==> src/rtl/cher_trig_pkg.sv <==
package cher_trig_pkg;
  // Default fraction bits of a gain word.
  localparam int unsigned GAIN_FRAC_DEF = 8;

  // Bits needed to hold a count of 0..n.
  function automatic int unsigned count_bits(input int unsigned n);
    return $clog2(n + 1);
  endfunction
endpackage

==> src/rtl/cher_gain_corr.sv <==
module cher_gain_corr #(
  parameter int AW = 12,
  parameter int GW = 16,
  parameter int GF = 8
) (
  input  logic          clk,
  input  logic          rst,
  input  logic [AW-1:0] amp,
  input  logic [GW-1:0] gain,
  output logic [AW-1:0] corr
);
  localparam int PW = AW + GW;
  localparam int SCW = PW - GF;

  logic [PW-1:0]  prod;
  logic [SCW-1:0] scaled;

  always_comb begin
    prod   = PW'(amp) * PW'(gain);
    scaled = prod[PW-1:GF];
  end

  always_ff @(posedge clk) begin
    if (rst)
      corr <= '0;
    else if (|scaled[SCW-1:AW])
      corr <= '1;
    else
      corr <= scaled[AW-1:0];
  end
endmodule

==> src/rtl/cher_hit_window.sv <==
module cher_hit_window #(
  parameter int AW = 12,
  parameter int WW = 8
) (
  input  logic          clk,
  input  logic          rst,
  input  logic          vld,
  input  logic [AW-1:0] corr,
  input  logic [AW-1:0] thr,
  input  logic [WW-1:0] win,
  output logic          open_flag
);
  logic [WW-1:0] remain;

  always_ff @(posedge clk) begin
    if (rst)
      remain <= '0;
    else if (vld && (corr > thr))
      remain <= win;
    else if (remain != '0)
      remain <= remain - 1'b1;
  end

  assign open_flag = (remain != '0);
endmodule

==> src/rtl/cher_coinc_trigger.sv <==
module cher_coinc_trigger
  import cher_trig_pkg::*;
#(
  parameter int NCH = 9,
  parameter int AW  = 12,
  parameter int GW  = 16,
  parameter int GF  = GAIN_FRAC_DEF,
  parameter int WW  = 8,
  localparam int SW = AW + $clog2(NCH),
  localparam int CW = count_bits(NCH)
) (
  input  logic              clk,
  input  logic              rst,
  input  logic              amp_valid,
  input  logic [NCH*AW-1:0] amp_flat,
  input  logic [NCH*GW-1:0] gain_flat,
  input  logic [AW-1:0]     lo_thr,
  input  logic [SW-1:0]     sum_thr,
  input  logic [CW-1:0]     mult_min,
  input  logic [WW-1:0]     win_len,
  output logic              trig,
  output logic [NCH-1:0]    hit_pat,
  output logic [SW-1:0]     esum
);
  // Stage 0: registered input samples.
  logic [NCH*AW-1:0] amp_q;
  logic              v0;
  // Stage 1: gain-corrected channels.
  logic [AW-1:0]     corr [NCH];
  logic              v1;
  // Stage 2: windows and sum.
  logic [NCH-1:0]    open_w;
  logic [SW-1:0]     sum_r;
  logic              v2;
  logic [SW-1:0]     sum_c;
  logic [CW-1:0]     open_cnt;

  always_ff @(posedge clk) begin
    if (rst) begin
      amp_q <= '0;
      v0    <= 1'b0;
      v1    <= 1'b0;
      v2    <= 1'b0;
    end else begin
      amp_q <= amp_flat;
      v0    <= amp_valid;
      v1    <= v0;
      v2    <= v1;
    end
  end

  for (genvar ch = 0; ch < NCH; ch++) begin : g_chan
    cher_gain_corr #(.AW(AW), .GW(GW), .GF(GF)) u_gain (
      .clk  (clk),
      .rst  (rst),
      .amp  (amp_q[ch*AW +: AW]),
      .gain (gain_flat[ch*GW +: GW]),
      .corr (corr[ch])
    );
    cher_hit_window #(.AW(AW), .WW(WW)) u_win (
      .clk       (clk),
      .rst       (rst),
      .vld       (v1),
      .corr      (corr[ch]),
      .thr       (lo_thr),
      .win       (win_len),
      .open_flag (open_w[ch])
    );
  end

  always_comb begin
    sum_c = '0;
    for (int i = 0; i < NCH; i++)
      sum_c = sum_c + SW'(corr[i]);
  end

  always_ff @(posedge clk) begin
    if (rst)
      sum_r <= '0;
    else if (v1)
      sum_r <= sum_c;
  end

  always_comb begin
    open_cnt = '0;
    for (int i = 0; i < NCH; i++)
      open_cnt = open_cnt + CW'(open_w[i]);
  end

  // Stage 3: registered outputs.
  always_ff @(posedge clk) begin
    if (rst) begin
      trig    <= 1'b0;
      hit_pat <= '0;
      esum    <= '0;
    end else begin
      trig    <= v2 && (open_cnt >= mult_min) && (sum_r > sum_thr);
      hit_pat <= open_w;
      esum    <= sum_r;
    end
  end
endmodule

==> config.mk <==
export PLATFORM = sky130hd
export DESIGN_NAME = cher_coinc_trigger
export DESIGN_NICKNAME = d
export VERILOG_FILES = /design/src/rtl/cher_trig_pkg.sv /design/src/rtl/cher_gain_corr.sv /design/src/rtl/cher_hit_window.sv /design/src/rtl/cher_coinc_trigger.sv
export SDC_FILE = /design/constraint.sdc
export NUM_CORES = 2
export LEC_CHECK = 0
export BUFFER_PORTS_ARGS = -buffer_cell sky130_fd_sc_hd__buf_4
export CORE_MARGIN = 3
export CORE_UTILIZATION = 59
export DETAILED_ROUTE_END_ITERATION = 12
export PLACE_DENSITY = 0.85
export SYNTH_ARGS = -nofsm -noshare
export SYNTH_HDL_FRONTEND = slang
export SYNTH_SLANG_ARGS = --single-unit
export TNS_END_PERCENT = 1
==> constraint.sdc <==
create_clock -name clk -period 6.2 [get_ports clk]
set_input_delay 0.62 -clock clk [delete_from_list [all_inputs] [get_ports clk]]
set_output_delay 0.62 -clock clk [all_outputs]
set_load 0.02 [all_outputs]
==> flow_summary.toml <==
[layout]
fin_area_sq_mm = 0.0763
syn_to_final_growth_pct = 8.30
final_cell_mix = "1776 x inv_1, 1338 x fa_1, 1114 x nand2_1, 734 x and2_1, 713 x ha_1"
fin_nets = 10592
final_util_pct = 64.5
final_common_cell = "inv_1"
drive_gt1_share_pct = 7.92

[clock_tree]
worstSkewPairLatency_ns = 0.65
cts_tree = "built"
clockRootBuffer = "clkbuf_16"
postCtsSetupBuffers = 0
clkTransAtPathRegs_ns = 0.06
h-tree-depth = 2
ctsLongestPathBuffers = 3
clock_sinks = 333
cts_buffers = 44

[floorplan]
die_y_microns = 352
start_util_pct = 59.6
core.rowCount = 126
die_area_sq_mm = 0.124
ioPinCount = 321
die_x_microns = 352
coreArea_sq_mm = 0.118

[logic_synthesis]
ys_seq_elements = 333
yosysWarningCount = 0
synth.distinct_cells = 88
synth-async-reset-ratio_pct = 0
seq_area_frac_synth_pct = 9.46
synthDominantCellAreaShare_pct = 38.0
postSynthCellCount = 8065
synth_edf_count = 0
synth-main-ff-cell = "dfxtp_1"
synth_area_sq_mm = 0.0704
syn_nets = 10412
synth_area_leaders = "fa_1 38%, ha_1 13%, dfxtp_1 9.5%"
synth.largest_area_cell = "fa_1"
avgSynthCellArea_sq_um = 8.73

[worst_setup_path]
cp-start-kind = "flip-flop"
r2r_start = "amp_q[105]"
reg2reg_to = "g_chan[8].u_gain.corr[6]"
setup.worst_path.end_class = "flip-flop"
r2r_setup_slack_ns = 0.24
cp_data_arrival_time_ns = 6.44
worstPathMaxFanout = 16
reg2reg_depth = 20
required_ns = 6.68
path_class = "reg2reg"

[detailed_routing]
post-route-drc-count = 0
dr.pass1.iters = 6
drt_iter0_drc = 3523
finalWirelength_microns = 176000
ant_nets = 0
vias = 54589
routedWlPerCell_microns = 17.9
via_per_inst = 5.55

[timing]
drv_slew = 0
worst_slew_pin_slew_ns = 1.33
skew_ns = 0.0420
fin_crit_sh_pct = 96.1
slew_headroom_pct = 9.16
rsz0062_at_grt = "yes"
fin_crit_ns = 5.96
finalHoldViolCount = 0
setup_violations = 0
fin_tns_setup_ns = 0
hold_ws_ns = 0.171
max_freq_mhz = 168

[status]
status = "completed"

[global_route]
grt_max_degree = 148
antenna_found_initial = 13
grt-ovfl-total = 0
grt_pass1_vias = 58472
grt_pass1_wl_microns = 290000
grtUsageTotal_pct = 29.2

[power_and_ir_drop]
leakagePower_nw = 39.3
pwr_density_cell_mw_per_mm2 = 317
peakVddDrop_uv = 536

[flow_run]
cap_viol_max_count = 0

[place]
io_buffer_count = 320
place_congestion = 0.969
dp_hpwl_microns = 147000
place_area_sq_mm = 0.0746

[min_path]
hold_end = "amp_q[74]"
holdCritPathClass = "in2reg"
hp-start = "amp_flat[74]"
min_path_cells = 2
==> Yosys cell counts, drive strengths merged (25+ instances only) <==
library cell     n
or3             31
nand4           58
xnor2           94
inv           1777
dfxtp          333
nor2           174
fa            1338
xor2            83
o21a            31
mux2i           73
clkbuf         310
nand3           39
nand2b          57
a211oi          34
and2           735
nor2b          166
o21bai          25
o21ai          113
a21oi          255
or2             25
a21o           110
nor3           106
a31oi           44
ha             714
nand2         1114
==> flip-flops by register name (all words and copies together), names as in the netlist, 9 cells and up <==
signal and count:
sum_r 16, esum 16, g_chan.u_gain.corr 108, g_chan.u_win.remain 72, hit_pat 9, amp_q 108
==> layer usage <==
| metal | GRT usage, % | up-vias | share of wire, % | routed length [microns] |
|---|---|---|---|---|
| met5 | 0 | - | 0.012 | 21 |
| li1 | - | 24858 | - | - |
| met1 | 35.5 | 27106 | 38 | 66400 |
| met2 | 50.1 | 2137 | 49 | 86500 |
| met4 | 13.0 | 4 | 4.6 | 8150 |
| met3 | 6.00 | 484 | 8.5 | 15000 |
==> cell families (layout without fill, tap and decap cells) <==
kind of cell    Yosys count  in the layout  share of synthesized area, %
xor+xnor                177            177                          2.20
simple gates           2581           2581                          18.3
other cells               0             14                             0
buf+inv                2097           2311                          11.2
mux                      82             82                          1.18
compound gates          743            743                          6.96
fa+ha+maj              2052           2052                          50.7
flops                   333            333                          9.46
==> critical path: stages (launching register included) <==
cell and delay [ns]:
dfxtp_1 0.68, nand2_1 0.16, fa_1 0.51, fa_1 0.49, inv_1 0.05, fa_1 0.49, fa_1 0.51, inv_1 0.05
fa_1 0.49, inv_1 0.05, ha_1 0.31, or2_2 0.30, a31oi_1 0.24, buf_4 0.16, o31a_1 0.20, o221ai_2 0.13
xnor2_1 0.19, o2111ai_1 0.16, nor4_2 0.35, buf_4 0.21, a21oi_1 0.07
==> metrics by stage <==
step / std cells / power [W] / setup WS (ns)
after global routing: 9819 / 0.0268 / -0.0674
final: 9829 / 0.0242 / 0.239
after floorplan: 8065 / 0.0165 / 0.101
after detailed placement: 9734 / 0.0212 / 0.00876
after CTS: 9814 / 0.0242 / 0.111
after global placement: 9734 / 0.0206 / 0.123
==> power breakdown <==
part           leakage [nW]  switching, W  internal (W)
Sequential             2.79      0.000524       0.00252
Combinational          35.8        0.0106       0.00787
Clock                 0.739       0.00115       0.00158
Total                  39.3        0.0122        0.0120
==> area by class of cell <==
cell class / instances / area, sq um
multi-input cells: 5635 / 56000
fillers: 9377 / 41900
flip-flops and latches: 333 / 6720
inverters: 1777 / 6670
repair buffers: 454 / 3440
well taps: 1536 / 1920
clock buffers: 58 / 1220
clock inverters: 22 / 302
diodes: 14 / 35.0
==> worst max-delay path by stage <==
stage	to	start	slack, ns	cells past startpoint
floorplan	g_chan[5].u_gain.corr[0]	gain_flat[87]	0.10	21
global placement	g_chan[1].u_gain.corr[10]	gain_flat[21]	0.12	22
detailed placement	g_chan[1].u_gain.corr[10]	gain_flat[21]	0.009	22
CTS	g_chan[5].u_gain.corr[4]	amp_q[68]	0.11	20
global route	g_chan[5].u_gain.corr[10]	amp_q[63]	-0.07	21
finish	g_chan[8].u_gain.corr[6]	amp_q[105]	0.24	20
==> repair_timing <==
action                                  CTS  global route
gates resized for setup                   0            64
endpoints found under the setup margin    0           108
hold buffers                              0             0
Power figures use the tool's default switching activity.
